$ cat config.mk
export PLATFORM = sky130hd
export DESIGN_NAME = exu_dispatch
export DESIGN_NICKNAME = d
export VERILOG_FILES = /design/src/rtl/exu_dispatch_pkg.sv /design/src/rtl/exu_occupancy.sv /design/src/rtl/exu_issue_ctrl.sv /design/src/rtl/exu_dispatch.sv
export SDC_FILE = /design/constraint.sdc
export NUM_CORES = 1
export LEC_CHECK = 0
export ABC_CLOCK_PERIOD_IN_PS = 2000
export BUFFER_PORTS_ARGS = -buffer_cell sky130_fd_sc_hd__buf_2
export CORE_ASPECT_RATIO = 1.75
export CORE_MARGIN = 8
export CORE_UTILIZATION = 25
export CTS_CLUSTER_DIAMETER = 80
export DETAILED_ROUTE_END_ITERATION = 8
export GPL_TIMING_DRIVEN = 0
export PLACE_DENSITY = 0.55
export REMOVE_ABC_BUFFERS = 1
export SETUP_SLACK_MARGIN = 0.3
export SYNTH_ARGS = -nofsm -noshare
export SYNTH_HDL_FRONTEND = slang
export SYNTH_HIERARCHICAL = 1
export SYNTH_SLANG_ARGS = --single-unit
$ cat constraint.sdc
create_clock -name clk -period 2 [get_ports clk]
set_clock_uncertainty 0.15 [all_clocks]
set_input_delay 0.1 -clock clk [delete_from_list [all_inputs] [get_ports clk]]
set_output_delay 0.1 -clock clk [all_outputs]
set_load 0.01 [all_outputs]
$ cat src/rtl/exu_dispatch_pkg.sv
package exu_dispatch_pkg;

  localparam int NUM_UNITS = 2;

  typedef enum logic {
    UNIT_QUICK = 1'b0,
    UNIT_SLOW  = 1'b1
  } unitSel_t;

  // strobes from issue control to the occupancy datapath
  typedef struct packed {
    logic [NUM_UNITS-1:0] load;   // capture a new instruction into the unit
    logic [NUM_UNITS-1:0] grant;  // unit owns writeback this cycle
  } unitStrobes_t;

endpackage

$ cat src/rtl/exu_occupancy.sv
module exu_occupancy
  import exu_dispatch_pkg::*;
#(
  parameter int TAG_W     = 8,
  parameter int LAT_QUICK = 2,
  parameter int LAT_SLOW  = 4
) (
  input  logic                            clk,
  input  logic                            rstN,
  input  unitStrobes_t                    strobes,
  input  logic [TAG_W-1:0]                issueTag,
  output logic [NUM_UNITS-1:0]            unitBusy,
  output logic [NUM_UNITS-1:0]            unitReady,
  output logic [NUM_UNITS-1:0][TAG_W-1:0] unitTag
);

  localparam int LAT_MAX = (LAT_QUICK > LAT_SLOW) ? LAT_QUICK : LAT_SLOW;
  localparam int CNT_W   = $clog2(LAT_MAX + 1);

  for (genvar u = 0; u < NUM_UNITS; u++) begin : g_unit
    localparam int LAT = (u == 0) ? LAT_QUICK : LAT_SLOW;

    logic [CNT_W-1:0] remainQ;
    logic [TAG_W-1:0] tagQ;

    always_ff @(posedge clk) begin
      if (!rstN) begin
        remainQ <= '0;
        tagQ    <= '0;
      end else if (strobes.load[u]) begin
        remainQ <= CNT_W'(LAT);
        tagQ    <= issueTag;
      end else if (strobes.grant[u]) begin
        remainQ <= '0;
      end else if (remainQ > CNT_W'(1)) begin
        remainQ <= remainQ - 1'b1;
      end
    end

    assign unitBusy[u]  = (remainQ != '0);
    assign unitReady[u] = (remainQ == CNT_W'(1));
    assign unitTag[u]   = tagQ;

    // a unit is refilled only when empty or retiring in this very cycle
    assert_load_when_free_R4: assert property (@(posedge clk) disable iff (!rstN)
      strobes.load[u] |-> (!unitBusy[u] || strobes.grant[u]));

    // a finished result that lost writeback waits, unchanged
    assert_held_result_stable_R7: assert property (@(posedge clk) disable iff (!rstN)
      (unitReady[u] && !strobes.grant[u] && !strobes.load[u]) |=> (unitReady[u] && $stable(tagQ)));

    // writeback is granted only to a unit holding a finished result
    assert_grant_needs_result_R9: assert property (@(posedge clk) disable iff (!rstN)
      strobes.grant[u] |-> unitReady[u]);
  end

endmodule

$ cat src/rtl/exu_issue_ctrl.sv
module exu_issue_ctrl
  import exu_dispatch_pkg::*;
(
  input  logic                 clk,
  input  logic                 rstN,
  input  logic                 issueValid,
  input  logic                 issueUnit,
  input  logic [NUM_UNITS-1:0] unitBusy,
  input  logic [NUM_UNITS-1:0] unitReady,
  output unitStrobes_t         strobes,
  output logic                 issueStall,
  output logic                 wbValid,
  output logic                 wbUnit
);

  logic                 lastUnitQ;  // unit that took the most recent instruction
  logic                 olderUnit;
  logic [NUM_UNITS-1:0] grant;
  logic [NUM_UNITS-1:0] unitFree;
  logic [NUM_UNITS-1:0] load;

  // both units finished means both hold work; the later issue is in lastUnitQ
  assign olderUnit = ~lastUnitQ;

  always_comb begin
    grant = '0;
    if (&unitReady) grant[olderUnit] = 1'b1;
    else            grant = unitReady;
  end

  always_comb begin
    for (int u = 0; u < NUM_UNITS; u++) begin
      unitFree[u] = !unitBusy[u] || grant[u];
      load[u]     = issueValid && (issueUnit == u[0]) && unitFree[u];
    end
  end

  assign issueStall    = issueValid && !unitFree[issueUnit];
  assign strobes.load  = load;
  assign strobes.grant = grant;
  assign wbValid       = |grant;
  assign wbUnit        = grant[UNIT_SLOW];

  always_ff @(posedge clk) begin
    if (!rstN)           lastUnitQ <= UNIT_QUICK;
    else if (|load)      lastUnitQ <= issueUnit;
  end

  // the single writeback port serves one unit per cycle
  assert_one_writeback_R7: assert property (@(posedge clk) disable iff (!rstN)
    $onehot0(grant));

  // a double finish is followed by the deferred retirement
  assert_deferred_retire_R7: assert property (@(posedge clk) disable iff (!rstN)
    (&unitReady) |=> wbValid);

  // no stall without a request
  assert_stall_needs_request_R4: assert property (@(posedge clk) disable iff (!rstN)
    issueStall |-> issueValid);

  // a stall accepts nothing
  assert_stall_blocks_load_R4: assert property (@(posedge clk) disable iff (!rstN)
    issueStall |-> !(|load));

endmodule

$ cat src/rtl/exu_dispatch.sv
module exu_dispatch
  import exu_dispatch_pkg::*;
#(
  parameter int TAG_W     = 8,
  parameter int LAT_QUICK = 2,
  parameter int LAT_SLOW  = 4
) (
  input  logic             clk,
  input  logic             rstN,
  input  logic             issueValid,
  input  logic             issueUnit,
  input  logic [TAG_W-1:0] issueTag,
  output logic             issueStall,
  output logic             wbValid,
  output logic             wbUnit,
  output logic [TAG_W-1:0] wbTag
);

  unitStrobes_t                    strobes;
  logic [NUM_UNITS-1:0]            unitBusy;
  logic [NUM_UNITS-1:0]            unitReady;
  logic [NUM_UNITS-1:0][TAG_W-1:0] unitTag;

  exu_issue_ctrl u_ctrl (
    .clk        (clk),
    .rstN       (rstN),
    .issueValid (issueValid),
    .issueUnit  (issueUnit),
    .unitBusy   (unitBusy),
    .unitReady  (unitReady),
    .strobes    (strobes),
    .issueStall (issueStall),
    .wbValid    (wbValid),
    .wbUnit     (wbUnit)
  );

  exu_occupancy #(
    .TAG_W     (TAG_W),
    .LAT_QUICK (LAT_QUICK),
    .LAT_SLOW  (LAT_SLOW)
  ) u_occ (
    .clk       (clk),
    .rstN      (rstN),
    .strobes   (strobes),
    .issueTag  (issueTag),
    .unitBusy  (unitBusy),
    .unitReady (unitReady),
    .unitTag   (unitTag)
  );

  assign wbTag = unitTag[wbUnit];

  // a free unit is never blocked by the other unit's occupancy
  assert_no_cross_stall_R8: assert property (@(posedge clk) disable iff (!rstN)
    (issueValid && !unitBusy[issueUnit]) |-> !issueStall);

  // nothing retires in the first cycle after reset
  assert_quiet_after_reset_R1: assert property (@(posedge clk) disable iff (!rstN)
    !$past(rstN) |-> !wbValid);

endmodule

==> After elaboration in Yosys (flattened, before gate mapping) <==
Cells that the tools add are included.
{ "totals": {"inputBits": 12, "latch_bits": 0, "romBits": 0, "memories": 0, "ramBits": 0, "register_bits": 23, "out_inout_bits": 11, "wordCells": 53} }
{ "classes": {"shift": 0, "mux": 13, "n_reduce_logical": 20, "bitwise": 3, "n_lt_le_gt_ge": 6, "n_div": 0, "n_addsub": 2, "mul": 0, "eq_ne": 2} }
{ "op_table": {"columns": ["op", "count"], "rows": [
  ["$mux 8", 2],
  ["$reduce_bool 3->1", 4],
  ["$mux 3", 3],
  ["$mux 2", 4],
  ["$eq 3x1->1 const B", 2],
  ["$gt 3x1->1 const B", 2],
  ["$logic_and 1x1->1", 6],
  ["$lt 1x2->1 const B", 3],
  ["$reduce_or 3->1", 2],
  ["$sub 3x1->3 const B", 2],
  ["$reduce_or 2->1", 2],
  ["$logic_not 1->1", 3],
  ["$mux 1", 3],
  ["$not 1->1", 3],
  ["$logic_or 1x1->1", 2],
  ["$reduce_and 2->1", 1],
  ["$demux 1 s1", 1],
  ["$ge 1x1->1 const B", 1]
]} }

==> Depth between registers and ports, before layout <==
Gate-level depths: netlist of run 1.
{ "depth": {"ltp_word": 11, "mapped_depth": 10} }

==> By module <==
The synthesis of run 1 kept the hierarchy.
{ "modules_own_cells": {"columns": ["module", "n_inst", "seq_area_each_um2", "cells_each", "area_each_um2"], "rows": [
  ["exu_occupancy", 1, 440.4, 98, 967.2],
  ["exu_issue_ctrl", 1, 20.0, 19, 138.9],
  ["exu_dispatch", 1, 0.0, 9, 131.4]
]} }

==> Least setup slack after synthesis of run 1 <==
Ideal clock, no wire load.
{ "synth_path": {"path_type": "register to register", "startpoint": "register u_occ.g_unit[0].remainQ[1]", "endpoint": "register u_occ.g_unit[1].remainQ[0]", "path_stages_with_launch": 9, "setup_time_ps": 86, "n_path_buf": 1, "synth_period_minus_slack_ps": 2036, "t_arrival_ps": 1801, "t_required_ps": 1764, "path_slack_ps": -36, "cell_sequence": "dfxtp_1 inv_1 ha_1 nor2b_1 a21bo_2 inv_1 buf_4 or3_1 a211oi_1"} }
{ "synth_via": {"elab_chain_cells": 6} }
{ "synth_lines": {"columns": ["item", "line", "text"], "rows": [
  ["from (decl)", "exu_occupancy.sv:23", "logic [CNT_W-1:0] remainQ;"],
  ["from (signal assigned)", "exu_occupancy.sv:31", "remainQ <= CNT_W'(LAT);"],
  ["from (signal assigned)", "exu_occupancy.sv:36", "remainQ <= remainQ - 1'b1;"],
  ["$eq 3x1->1 (*)", "exu_occupancy.sv:41", "assign unitReady[u] = (remainQ == CNT_W'(1));"],
  ["net unitReady[0]", "exu_dispatch.sv:21", "logic [NUM_UNITS-1:0] unitReady;"],
  ["$reduce_and 2->1 (*)", "exu_issue_ctrl.sv:27", "if (&unitReady) grant[olderUnit] = 1'b1;"],
  ["$mux 2 (*)", "exu_issue_ctrl.sv:27", null],
  ["net wbUnit", "exu_dispatch.sv:15", "output logic wbUnit,"],
  ["$logic_or 1x1->1", "exu_issue_ctrl.sv:33", "unitFree[u] = !unitBusy[u] || grant[u];"],
  ["$logic_and 1x1->1", "exu_issue_ctrl.sv:34", "load[u] = issueValid && (issueUnit == u[0]) && unitFree[u];"],
  ["$reduce_or 3->1 (no line) (*)", null, null],
  ["to (signal assigned)", "exu_occupancy.sv:31", null],
  ["to (signal assigned)", "exu_occupancy.sv:36", null],
  ["to (decl)", "exu_occupancy.sv:23", null]
]} }
The timed path passes the listed nets; every way through them passes the cells marked *.
A chain may end at the register's enable or synchronous reset.

==> Worst setup path in the final report of run 1 <==
{ "layout_path": {"startpoint": "register u_occ.g_unit[1].remainQ[2]", "endpoint": "output wbTag[2]"} }
{ "layout_via": {"elab_chain_cells": 5} }
{ "layout_lines": {"columns": ["item", "line", "text"], "rows": [
  ["$eq 3x1->1 (*)", "exu_occupancy.sv:41", null],
  ["net unitReady[1]", "exu_dispatch.sv:21", null],
  ["$reduce_and 2->1", "exu_issue_ctrl.sv:27", null],
  ["$mux 2 (*)", "exu_issue_ctrl.sv:27", null],
  ["$mux 8 (implied by the code) (*) (2 in a row)", "exu_dispatch.sv:51", "assign wbTag = unitTag[wbUnit];"],
  ["to (decl)", "exu_dispatch.sv:16", "output logic [TAG_W-1:0] wbTag"]
]} }
The timed path passes the listed nets; every way through them passes the cells marked *. The select of a mux whose other input is x is not followed.

==> results of run 1 <==
how the worst max path moves through the flow:
stage / from / to / slack [ns]
2_1_floorplan: u_occ/g_unit[0].remainQ[1] / u_occ/g_unit[1].remainQ[0] / -0.09
3_3_place_gp: u_occ/g_unit[0].remainQ[1] / u_occ/g_unit[0].tagQ[4] / -0.54
3_5_place_dp: u_occ/g_unit[0].remainQ[1] / u_occ/g_unit[0].tagQ[4] / -0.55
4_1_cts: u_occ/g_unit[0].remainQ[1] / wbTag[3] / -0.11
5_1_grt: u_occ/g_unit[1].remainQ[1] / wbTag[0] / -0.16
6_report: u_occ/g_unit[1].remainQ[2] / wbTag[2] / -0.11
cells by family (layout without fill, tap and decap cells):
logic type / count (synthesis) / after routing / synth area share [%]
flip-flops: 23 / 23 / 37.21
XOR/XNOR: 1 / 1 / 0.7079
multiplexers: 24 / 24 / 22.65
AO/OA/AOI/OAI: 17 / 17 / 11.12
buffers and inverters: 16 / 70 / 6.268
adder cells (fa/ha/maj): 6 / 6 / 6.067
AND/OR/NAND/NOR: 39 / 39 / 15.97
routing by layer:
layer,vias to the layer above,GRT usage [%]
li1,532,-
met1,501,8.285
met2,20,15.88
met3,6,1.366
met4,0,5.155
met5,-,0
layout by cell type, fill, tap and decap left out, types with 2 or more instances in the layout:
master	instances
a211oi_2	2
a21oi_2	3
buf_12	2
buf_2	12
buf_4	15
buf_6	17
clkbuf_8	3
dfxtp_1	19
dfxtp_2	3
dlygate4sd3_1	9
ha_1	4
ha_4	2
inv_1	5
inv_2	3
mux2_4	8
mux2i_1	16
nand2b_1	4
nor2_1	19
nor2b_1	3
o21a_1	2
or3_4	2
critical path: stages (launching register included):
cell and delay, ns:
dfxtp_1 0.45, nand2b_4 0.20, inv_4 0.04, a21bo_4 0.19, clkinvlp_4 0.12, clkbuf_16 0.18
mux2_4 0.30, buf_6 0.12
power groups by stage:
stage / Sequential, mW / Clock [mW] / Combinational (mW)
6_report: 0.626 / 0.281 / 1.02
5_1_grt: 0.638 / 0.312 / 1.10
4_1_cts: 0.623 / 0.294 / 0.965
3_5_place_dp: 0.621 / 0 / 0.612
3_3_place_gp: 0.619 / 0 / 0.614
2_1_floorplan: 0.604 / 0 / 0.477
cell type report:
| type | count | area [µm²] | share of cell area [%] |
|---|---|---|---|
| multi-input cells | 87 | 800.8 | 41.18 |
| repair buffers | 56 | 519.2 | 26.71 |
| flip-flops and latches | 23 | 467.9 | 24.07 |
| well taps | 54 | 67.56 | 3.475 |
| clock buffers | 4 | 45.04 | 2.317 |
| inverters | 10 | 43.79 | 2.252 |
stage by stage:
step	setup WS (ns)	instances	setup TNS, ns
after floorplan	-0.09445	120	-0.8940
after global placement	-0.5382	196	-11.81
after detailed placement	-0.5531	196	-12.13
after CTS	-0.1120	229	-0.8107
after global routing	-0.1577	234	-1.785
final	-0.1090	234	-0.8489
flip-flops by register name (all words and copies together), names as in the netlist:
name,count
u_occ/g_unit.tagQ,16
u_occ/g_unit.remainQ,6
u_ctrl/lastUnitQ,1
timing repair:
action | in CTS | in global routing
buffers inserted | 19 | 5
endpoints found under the hold margin | 18 | 0
cloned | 1 | 0
pin swaps | 8 | 4
hold buffers | 9 | 0
gates resized for setup | 42 | 8
setup endpoints to repair | 34 | 34
==> metrics.md, run 1 <==
| Metric | Value |
|---|---|
| Status | `finished with violations` |
| Violated checks | `setup timing` |
| Synth area leaders | `dfxtp_1, mux2i_1, mux2_4, ha_1, nor2_1` |
| Top_reg_cell synth | `dfxtp_1` |
| Lkg Pwr | `0.8200 nW` |
| Core area | `4892 µm²` |
| Final antenna-violating net count | `0` |
| Clock power share | `between 10 and 15%` |
| Fin worst setup slack | `-0.1090 ns` |
| Gate power share | `between 50% and 60%` |
| Worst setup SP type | `flip-flop` |
| Fin crit period | `roughly 2.1 ns` |
| Tot Pwr | `1.927 mW` |
| Unrepaired setup endpoints after global routing | `true` |
| CP max FO | `6` |
| Post-Syn Area | `~1200 µm²` |
| Min-Delay Path Depth | `4` |
| Synthesis Warnings | `6` |
| First-pass GRT wire length | `about 5300 µm` |
| Die Y | `between 100 and 150 µm` |
| Psw | `about 0.66 mW` |
| Data required, critical path | `roughly 1.8 ns` |
| GR Overflow Total | `0` |
| Max Freq | `around 470 MHz` |
| Async SR Flop Fraction | `0%` |
| FILL cells | `between 400 and 500` |
| TritonRoute pass-1 iters | `4` |
| Seq pwr share | `~33%` |
| Final core utilization | `between 30% and 40%` |
| Worst VDD drop | `between 0.6 and 0.7 mV` |
| N_diodes | `0` |
| Max-slew violations | `0` |
| Pin count of the biggest net entering global routing | `21` |
| Boundary Pins | `23` |
| Reg clk slew, reported paths | `0.08 ns` |
| CTS Buf Count | `3` |
| Slew margin rel. | `74.32%` |
| Max-cap violation count | `0` |
| Via Count | `~1100` |
| Reg2Reg Setup Slack | `-0.04 ns` |
| Setup violators final | `10` |
| Die area | `between 7000 and 8000 µm²` |
| Worst min-delay path class | `in -> reg` |
| Most common cell in the netlist | `dfxtp_1` |
| WL met3 | `90 µm` |
| Wire length per cell | `13.86 µm` |
| RR Startpoint | `u_occ/g_unit[1].remainQ[2]` |
| Post-synth top cells | `dfxtp_1, nor2_1, mux2i_1, inv_1, mux2_4` |
| P per Cell Area | `approximately 990 nW/µm²` |
| Worst Hold End | `u_ctrl/lastUnitQ` |
| Post-detail-place hpwl | `1864 µm` |
| Routed length on met2 | `about 1800 µm` |
| Clock Path Buffers | `2` |
| Layout Cell Area excl Fill | `about 1900 µm²` |
| Sequential area share after synthesis | `37.21%` |
| Final Cycle Share | `105.4%` |
| Post-synthesis cell type with the largest combined area | `dfxtp_1` |
| Vias per inst | `between 4 and 5` |
| CTS tree | `yes` |
| Standard-cell rows | `34` |
| Crit path kind | `reg -> out` |
| Uppermost routed layer | `met4` |
| Post-synth cell types | `35` |
| R2R Path End | `u_occ/g_unit[1].remainQ[0]` |
| Worst Path Arrival | `1.86 ns` |
| Vias in the first global route | `1168` |
| Pint | `1.269 mW` |
| Die Width | `~69 µm` |
| Hold_sp | `issueValid` |
| Slew @ Worst Pin | `a little under 0.4 ns` |
| Proportion of layout cells with a drive suffix above 1 | `around 48%` |
| Drt total wl | `about 3200 µm` |
| CTS HTree Levels | `1` |
| Area growth syn-to-layout | `57.13%` |
| Drt drc | `0` |
| Cell count after synthesis | `between 100 and 150` |
| R2R cell count | `8` |
| Layout Nets | `199` |
| Worst skew pair latency | `approximately 0.26 ns` |
| Clock Tree Root | `clkbuf_8` |
| Port bufs | `22` |
| Post-synth EDFFs | `0` |
| RePlAce Congestion | `a little over 0.7` |
| Synth top area share | `between 30% and 40%` |
| Final Hold Viols | `0` |
| Crit. End Element | `output port` |
| Hold slack | `approximately 0.19 ns` |
| CTS sink cnt | `23` |
| Sw frac | `about a third` |
| FF+latch count, synth | `23` |
| Tot GR Track Use | `between 8 and 9%` |
| Cell Area, Placed | `between 1000 and 1500 µm²` |
| Wl on met1 | `1308 µm` |
| Initial DRC count | `22` |
| Initial core utilization | `25.29%` |
| Mean Syn Cell Area | `9.821 µm²` |
| Initial antenna violation count | `0` |
Power figures use the tool's default switching activity.
==> run 2: changes to the inputs <==
--- a/config.mk
+++ b/config.mk
@@ -6,14 +6,15 @@
 export NUM_CORES = 1
 export LEC_CHECK = 0
 export ABC_CLOCK_PERIOD_IN_PS = 2000
-export BUFFER_PORTS_ARGS = -buffer_cell sky130_fd_sc_hd__buf_2
+export BUFFER_PORTS_ARGS = -buffer_cell sky130_fd_sc_hd__buf_4
 export CORE_ASPECT_RATIO = 1.75
 export CORE_MARGIN = 8
-export CORE_UTILIZATION = 25
+export CORE_UTILIZATION = 49
 export CTS_CLUSTER_DIAMETER = 80
+export CTS_CLUSTER_SIZE = 40
 export DETAILED_ROUTE_END_ITERATION = 8
 export GPL_TIMING_DRIVEN = 0
-export PLACE_DENSITY = 0.55
+export PLACE_DENSITY = 0.86
 export REMOVE_ABC_BUFFERS = 1
 export SETUP_SLACK_MARGIN = 0.3
 export SYNTH_ARGS = -nofsm -noshare
==> run 2 against run 1 <==
Net effect:
- the flow still finishes with violations (setup timing)
- utilization rose by 46 points
- via count rose by 18%
- combinational power is 30% higher
- flip-flop and latch count is the same
- final cell count shrank 9.4%
- critical path type is now reg -> reg
- largest cell class unchanged
- largest power group unchanged
- highest routed layer unchanged
==> metrics.md, run 2 (synthesis results as in run 1) <==
| Metric | Value |
|---|---|
| Die Y | `82.48 µm (was 109.1 µm)` |
| Clock Path Buffers | `2 (unchanged)` |
| Worst skew pair latency | `0.27 ns (was 0.26 ns)` |
| First-pass GRT wire length | `6437 µm (was 5264 µm)` |
| Slew margin rel. | `66.43% (was 74.32%)` |
| Worst min-delay path class | `in -> reg (unchanged)` |
| Core area | `2432 µm² (was 4892 µm²)` |
| Most frequent cells in the layout | `buf_4, buf_6, nor2_1 (was dfxtp_1, nor2_1, buf_6)` |
| Initial antenna violation count | `0 (unchanged)` |
| Buf/Inv on CP | `4 (unchanged)` |
| Max-cap violation count | `0 (unchanged)` |
| GR Overflow Total | `0 (unchanged)` |
| Data required, critical path | `2.00 ns (was 1.75 ns)` |
| Clock Tree Root | `clkbuf_8 (unchanged)` |
| Fin crit period | `2.216 ns (was 2.109 ns)` |
| Proportion of layout cells with a drive suffix above 1 | `54.30% (was 48.33%)` |
| Wire length per cell | `24.57 µm (was 13.86 µm)` |
| Crit path kind | `reg -> reg (was reg -> out)` |
| CTS sink cnt | `23 (unchanged)` |
| Max FFs per register | `16 (unchanged)` |
| Via Count | `1245 (was 1059)` |
| Port bufs | `22 (unchanged)` |
| CTS tree | `yes (unchanged)` |
| Final Hold Viols | `0 (unchanged)` |
| Worst setup SP type | `flip-flop (unchanged)` |
| Standard-cell rows | `24 (was 34)` |
| Status | `finished with violations (unchanged)` |
| Max stage delay on crit path | `0.34 ns (was 0.45 ns)` |
| Tot Pwr | `2.287 mW (was 1.927 mW)` |
| Reg clk slew, reported paths | `0.08 ns (about the same)` |
| Boundary Pins | `23 (unchanged)` |
| RePlAce Congestion | `0.7479 (was 0.7082)` |
| Max-slew violations | `0 (unchanged)` |
| P per Cell Area | `1102 nW/µm² (was 991.1 nW/µm²)` |
| Worst Path Arrival | `2.21 ns (was 1.86 ns)` |
| Fin worst setup slack | `-0.2161 ns (was -0.1090 ns)` |
| Storage element area | `469.2 µm² (was 467.9 µm²)` |
| Unrepaired setup endpoints after global routing | `true (unchanged)` |
| Final antenna-violating net count | `0 (unchanged)` |
| Die area | `4452 µm² (was 7545 µm²)` |
| Crit-path leading delay family | `compound AO/OA/AOI/OAI gates (was buffers and inverters)` |
| Number of cells on the critical path | `10 (was 7)` |
| Tot GR Track Use | `19.65% (was 8.377%)` |
| Post-detail-place hpwl | `2035 µm (was 1864 µm)` |
| N_diodes | `0 (unchanged)` |
| Die Width | `53.99 µm (was 69.18 µm)` |
| Crit-path cells | `inv_2, ha_4, nand2b_4, inv_4, a21bo_4, buf_4, buf_6, a21oi_4, mux2i_1, nor2_1 (was nand2b_4, inv_4, a21bo_4, clkinvlp_4, clkbuf_16, mux2_4, buf_6)` |
| Crit. End Element | `flip-flop (was output port)` |
| Layout Nets | `205 (was 199)` |
| Area occupied by multi-input gates | `868.3 µm² (was 800.8 µm²)` |
| FILL cells | `114 (was 474)` |
| Min-Delay Path Depth | `5 (was 4)` |
| Slowest-stage cell, CP | `dfxtp_2 (was dfxtp_1)` |
| Largest reg by FF count | `u_occ/g_unit.tagQ (unchanged)` |
| Reg2Reg Setup Slack | `-0.22 ns (was -0.04 ns)` |
| R2R cell count | `10 (was 8)` |
| Drt total wl | `5208 µm (was 3243 µm)` |
| Initial DRC count | `47 (was 22)` |
| CTS HTree Levels | `1 (unchanged)` |
| CTS Buf Count | `3 (unchanged)` |
| Final core utilization | `85.34% (was 39.74%)` |
| Worst VDD drop | `0.7823 mV (was 0.6141 mV)` |
| Violated checks | `setup timing (unchanged)` |
| TritonRoute pass-1 iters | `4 (unchanged)` |
| Lkg Pwr | `0.8764 nW (was 0.8200 nW)` |
| Drt drc | `0 (unchanged)` |
| Slew @ Worst Pin | `0.5018 ns (was 0.3846 ns)` |
| Final Cycle Share | `110.8% (was 105.4%)` |
| Pin count of the biggest net entering global routing | `21 (unchanged)` |
| Area growth syn-to-layout | `67.75% (was 57.13%)` |
| Setup violators final | `22 (was 10)` |
| Max Freq | `451.2 MHz (was 474.2 MHz)` |
| CP max FO | `6 (unchanged)` |
| Initial core utilization | `50.87% (was 25.29%)` |
| Vias per inst | `5.873 (was 4.526)` |
| Registers with the most flip-flops | `u_occ/g_unit.tagQ x16, u_occ/g_unit.remainQ x6, u_ctrl/lastUnitQ x1 (unchanged)` |
| Commonest non-fill, non-tap cell in the layout | `buf_4` |
| Vias in the first global route | `1298 (was 1168)` |
-- run 2: changes by cell type in the layout (fill, tap and decap cells not counted), moves of 2 or more --
cell	previous run	this run
a21oi_4	1	3
mux2i_2	0	2
inv_1	5	3
buf_4	15	29
mux2i_1	16	14
buf_6	17	19
buf_2	12	0
-- run 2: final cells by class --
type	count	share of cell area [%]
flip-flops and latches	23	22.60
repair buffers	61	29.60
well taps	26	1.567
inverters	10	2.230
multi-input cells	88	41.83
clock buffers	4	2.170
-- run 2: what timing repair did --
item,CTS,global route
pin swaps,11,6
cloned,2,1
gates resized for setup,53,11
endpoints found under the hold margin,18,0
setup endpoints to repair,34,34
buffers inserted,19,9
hold buffers,9,0
-- run 2: worst register-to-register path, cell delays in order, from the launching register on --
cell and delay [ns]:
dfxtp_2 0.34, inv_2 0.08, ha_4 0.16, nand2b_4 0.08, inv_4 0.07, a21bo_4 0.23
buf_4 0.13, buf_6 0.12, a21oi_4 0.30, mux2i_1 0.33, nor2_1 0.10
-- run 2: path summary, 6_finish.rpt --
kind                                                 start                         end
worst min-delay path                            issueValid  u_occ/g_unit[1].remainQ[2]
worst max register to register  u_occ/g_unit[1].remainQ[1]     u_occ/g_unit[1].tagQ[5]
worst min register to register     u_occ/g_unit[1].tagQ[2]     u_occ/g_unit[1].tagQ[2]
worst max-delay path            u_occ/g_unit[1].remainQ[1]     u_occ/g_unit[1].tagQ[5]
-- run 2: layer usage --
layer  track usage (%)  share of wire (%)  routed length [µm]
met3             4.480                5.2                 272
met1             19.54                 36                1882
met2             36.36                 54                2791
met5                 0                  0                   0
met4             9.158                5.0                 262
-- run 2: through the flow --
step	TNS (ns)	hold WS [ns]	instance area, µm²	worst slack (ns)	cells
floorplan	-0.8940	0.06745	1197	-0.09445	120
global placement	-8.909	0.1857	1395	-0.3961	168
detailed placement	-11.59	0.1940	1395	-0.5554	168
global route	-3.621	0.2294	2076	-0.2421	212
finish	-2.607	0.2351	2076	-0.2161	212
CTS	-0.4201	0.1833	1942	-0.05418	202
-- run 2: power by group --
| group | switching, mW | internal [mW] |
|---|---|---|
| Sequential | 0.105 | 0.553 |
| Combinational | 0.628 | 0.703 |
| Clock | 0.155 | 0.143 |
| Total | 0.888 | 1.40 |
==> run 3: changes to the inputs <==
--- a/config.mk
+++ b/config.mk
@@ -7,8 +7,9 @@
 export LEC_CHECK = 0
 export ABC_CLOCK_PERIOD_IN_PS = 2000
 export BUFFER_PORTS_ARGS = -buffer_cell sky130_fd_sc_hd__buf_4
+export CAP_MARGIN = 5
 export CORE_ASPECT_RATIO = 1.75
-export CORE_MARGIN = 8
+export CORE_MARGIN = 2
 export CORE_UTILIZATION = 49
 export CTS_CLUSTER_DIAMETER = 80
 export CTS_CLUSTER_SIZE = 40
==> constraint.sdc (replaced) <==
create_clock -name clk -period 2 [get_ports clk]
set_clock_uncertainty 0.15 [all_clocks]
set_input_delay 0.2 -clock clk [delete_from_list [all_inputs] [get_ports clk]]
set_output_delay 0.2 -clock clk [all_outputs]
set_load 0.01 [all_outputs]
==> run 3 against run 2 <==
Net effect:
- the run still ends with setup timing left
- hold slack got worse by 0.20 ns
- critical path type is now reg -> out
- maximum frequency down 0.56%
- routed wire length fell by 12%
- combinational power about the same
- first-iteration DRC count shrank 19%
- critical path depth decreased by 1
- sequential power fell by 0.6%
- critical endpoint is now wbTag[2]
- flip-flop and latch count stayed put
- worst setup slack got worse by 0.012 ns
- count of clock-buffer cells in the layout fell by 1
- via count shrank 2.2%
- clock power shrank 2%
==> metrics.md, run 3 (synthesis results as in run 1) <==
| Metric | Value |
|---|---|
| Status | `finished with violations (unchanged)` |
| Violated checks | `setup timing (unchanged)` |
| RePlAce Congestion | `0.7552 (was 0.7479)` |
| CTS HTree Levels | `1 (unchanged)` |
| Final antenna-violating net count | `0 (unchanged)` |
| Finished Layout Cells | `205 (was 212)` |
| Crit-path leading delay family | `buffers and inverters (was compound AO/OA/AOI/OAI gates)` |
| Setup violators final | `28 (was 22)` |
| Slew @ Worst Pin | `0.5949 ns (was 0.5018 ns)` |
| Crit-path cells | `inv_2, ha_4, nand2b_4, inv_2, a21bo_4, clkinvlp_4, buf_12, mux2_4, buf_6 (was inv_2, ha_4, nand2b_4, inv_4, a21bo_4, buf_4, buf_6, a21oi_4, mux2i_1, nor2_1)` |
| Sw frac | `37.00% (was 38.83%)` |
| Max stage delay on crit path | `0.33 ns (was 0.34 ns)` |
| P per Cell Area | `1127 nW/µm² (was 1102 nW/µm²)` |
| Registers with the most flip-flops | `u_occ/g_unit.tagQ x16, u_occ/g_unit.remainQ x6, u_ctrl/lastUnitQ x1 (unchanged)` |
| Psw | `0.8379 mW (was 0.8881 mW)` |
| TritonRoute pass-1 iters | `4 (unchanged)` |
| Initial DRC count | `38 (was 47)` |
| Area growth syn-to-layout | `62.39% (was 67.75%)` |
| Tot GR Track Use | `28.12% (was 19.65%)` |
| Slowest-stage cell, CP | `dfxtp_2 (unchanged)` |
| Clock Path Buffers | `2 (unchanged)` |
| Core area | `2432 µm² (unchanged)` |
| Pint | `1.427 mW (was 1.399 mW)` |
| CTS tree | `yes (unchanged)` |
| Vias per inst | `5.937 (was 5.873)` |
| Final core utilization | `82.61% (was 85.34%)` |
| Drt drc | `0 (unchanged)` |
| Vias in the first global route | `1273 (was 1298)` |
| Initial core utilization | `50.87% (unchanged)` |
| Clock Tree Root | `clkbuf_8 (unchanged)` |
| Commonest non-fill, non-tap cell in the layout | `buf_4 (unchanged)` |
| Die area | `2959 µm² (was 4452 µm²)` |
| Seq pwr share | `28.9% (was 28.8%)` |
| Fin worst setup slack | `-0.2285 ns (was -0.2161 ns)` |
| Wl on met1 | `1625 µm (was 1882 µm)` |
| Cells after DPL | `168 (unchanged)` |
| Die Y | `70.48 µm (was 82.48 µm)` |
| Worst min-delay path class | `in -> reg (unchanged)` |
| Final Cycle Share | `111.4% (was 110.8%)` |
| Max FFs per register | `16 (unchanged)` |
| Buf/Inv on CP | `5 (was 4)` |
| Wire length per cell | `22.27 µm (was 24.57 µm)` |
| Die Width | `41.99 µm (was 53.99 µm)` |
| Lkg Pwr | `0.8559 nW (was 0.8764 nW)` |
| Worst skew pair latency | `0.27 ns (about the same)` |
| CTS sink cnt | `23 (unchanged)` |
| Data required, critical path | `1.65 ns (was 2.00 ns)` |
| Max-slew violations | `0 (unchanged)` |
| Max-cap violation count | `0 (unchanged)` |
| Final Hold Viols | `0 (unchanged)` |
| First-pass GRT wire length | `6203 µm (was 6437 µm)` |
| CTS Buf Count | `3 (unchanged)` |
| Uppermost routed layer | `met4 (unchanged)` |
| GR Overflow Total | `0 (unchanged)` |
| Worst Path Arrival | `1.88 ns (was 2.21 ns)` |
| Largest reg by FF count | `u_occ/g_unit.tagQ (unchanged)` |
| Unrepaired setup endpoints after global routing | `true (unchanged)` |
| Fin crit period | `2.229 ns (was 2.216 ns)` |
| Drt total wl | `4566 µm (was 5208 µm)` |
| Max Freq | `448.7 MHz (was 451.2 MHz)` |
| Routed length on met2 | `2427 µm (was 2791 µm)` |
| Port bufs | `22 (unchanged)` |
| Clock power share | `12.9% (was 13.0%)` |
| Reg clk slew, reported paths | `0.09 ns (was 0.08 ns)` |
| Most frequent cells in the layout | `buf_4, buf_6, nor2_1 (unchanged)` |
| Pin count of the biggest net entering global routing | `21 (unchanged)` |
| WL met3 | `211 µm (was 272 µm)` |
| N_diodes | `0 (unchanged)` |
| Initial antenna violation count | `0 (unchanged)` |
| Crit. End Element | `output port (was flip-flop)` |
| Via Count | `1217 (was 1245)` |
| Worst VDD drop | `0.8226 mV (was 0.7823 mV)` |
| CP max FO | `7 (was 6)` |
| Post-detail-place hpwl | `1895 µm (was 2035 µm)` |
| Post-cts hold buffer count | `0 (was 9)` |
| Standard-cell rows | `24 (unchanged)` |
| Proportion of layout cells with a drive suffix above 1 | `60.34% (was 54.30%)` |
| Boundary Pins | `23 (unchanged)` |
| Most frequent CP cell | `inv_2` |
| Layout Nets | `198 (was 205)` |
| FILL cells | `106 (was 114)` |
| Worst setup SP type | `flip-flop (unchanged)` |
| Slew margin rel. | `59.80% (was 66.43%)` |
| Gate power share | `58.3% (was 58.2%)` |
| Crit path kind | `reg -> out (was reg -> reg)` |
## run 3: cell types whose count changed in the layout (fill, tap and decap cells not counted), moves of 2 or more
cell           change
mux2i_4            +2
buf_8              +2
inv_4              -2
mux2i_1            -3
nand2b_4           +2
ha_2               +2
buf_4              +2
nand2b_1           -2
dlygate4sd3_1      -9
## run 3: per-stage QoR
step                hold WS (ns)  setup slack [ns]  setup TNS, ns  power, mW  area, µm²
floorplan                 0.1675          -0.09445         -1.426      1.081       1197
global placement          0.2838           -0.4065         -9.799      1.227       1395
detailed placement        0.2888           -0.5153         -12.66      1.272       1395
CTS                      0.01291           -0.1538         -1.178      1.944       1841
global route             0.03705           -0.2546         -4.456      2.353       2009
finish                   0.03166           -0.2285         -3.165      2.265       2009
## run 3: final cells by class
cell class,count,area (µm²),area share [%]
clock buffers,3,41.29,2.055
clock inverters,1,5.005,0.2491
inverters,10,41.29,2.055
multi-input cells,87,884.6,44.02
flip-flops and latches,23,469.2,23.35
well taps,26,32.53,1.619
repair buffers,55,535.5,26.65
## run 3: path summary, 6_finish.rpt
| check | to | startpoint | cells past startpoint | slack [ns] |
|---|---|---|---|---|
| max reg2reg | u_occ/g_unit[0].remainQ[1] | u_occ/g_unit[0].remainQ[1] | 9 | -0.15 |
| max | wbTag[2] | u_occ/g_unit[1].remainQ[1] | 9 | -0.23 |
| min | u_occ/g_unit[0].tagQ[7] | issueTag[7] | 3 | 0.03 |
| min reg2reg | u_occ/g_unit[1].tagQ[5] | u_occ/g_unit[1].tagQ[5] | 2 | 0.39 |
## run 3: layer usage
| layer | track usage, % | vias up |
|---|---|---|
| li1 | - | 533 |
| met1 | 28.32 | 584 |
| met2 | 51.91 | 67 |
| met3 | 5.168 | 33 |
| met4 | 15.41 | 0 |
| met5 | 0 | - |
## run 3: worst register-to-register path, stage by stage, from the launching register on
cell and delay [ns]:
dfxtp_2 0.34, inv_2 0.05, ha_4 0.15, nor2b_4 0.13, buf_4 0.14, buf_6 0.13, and2_2 0.20, nor4bb_1 0.55
o21ai_4 0.12, o41ai_2 0.07
## run 3: what timing repair did
item / CTS / global route
resized for setup: 49 / 22
pin swaps: 12 / 7
setup buffers: 23 / 9
setup endpoints to repair: 34 / 34
gates cloned: 1 / 0
## run 3: power by group through the flow
| stage | Combinational (mW) | Sequential (mW) | Clock [mW] |
|---|---|---|---|
| after global placement | 0.614 | 0.613 | 0 |
| after CTS | 1.03 | 0.626 | 0.289 |
| final | 1.32 | 0.654 | 0.291 |
| after global routing | 1.38 | 0.659 | 0.313 |
| after detailed placement | 0.648 | 0.624 | 0 |
| after floorplan | 0.477 | 0.604 | 0 |
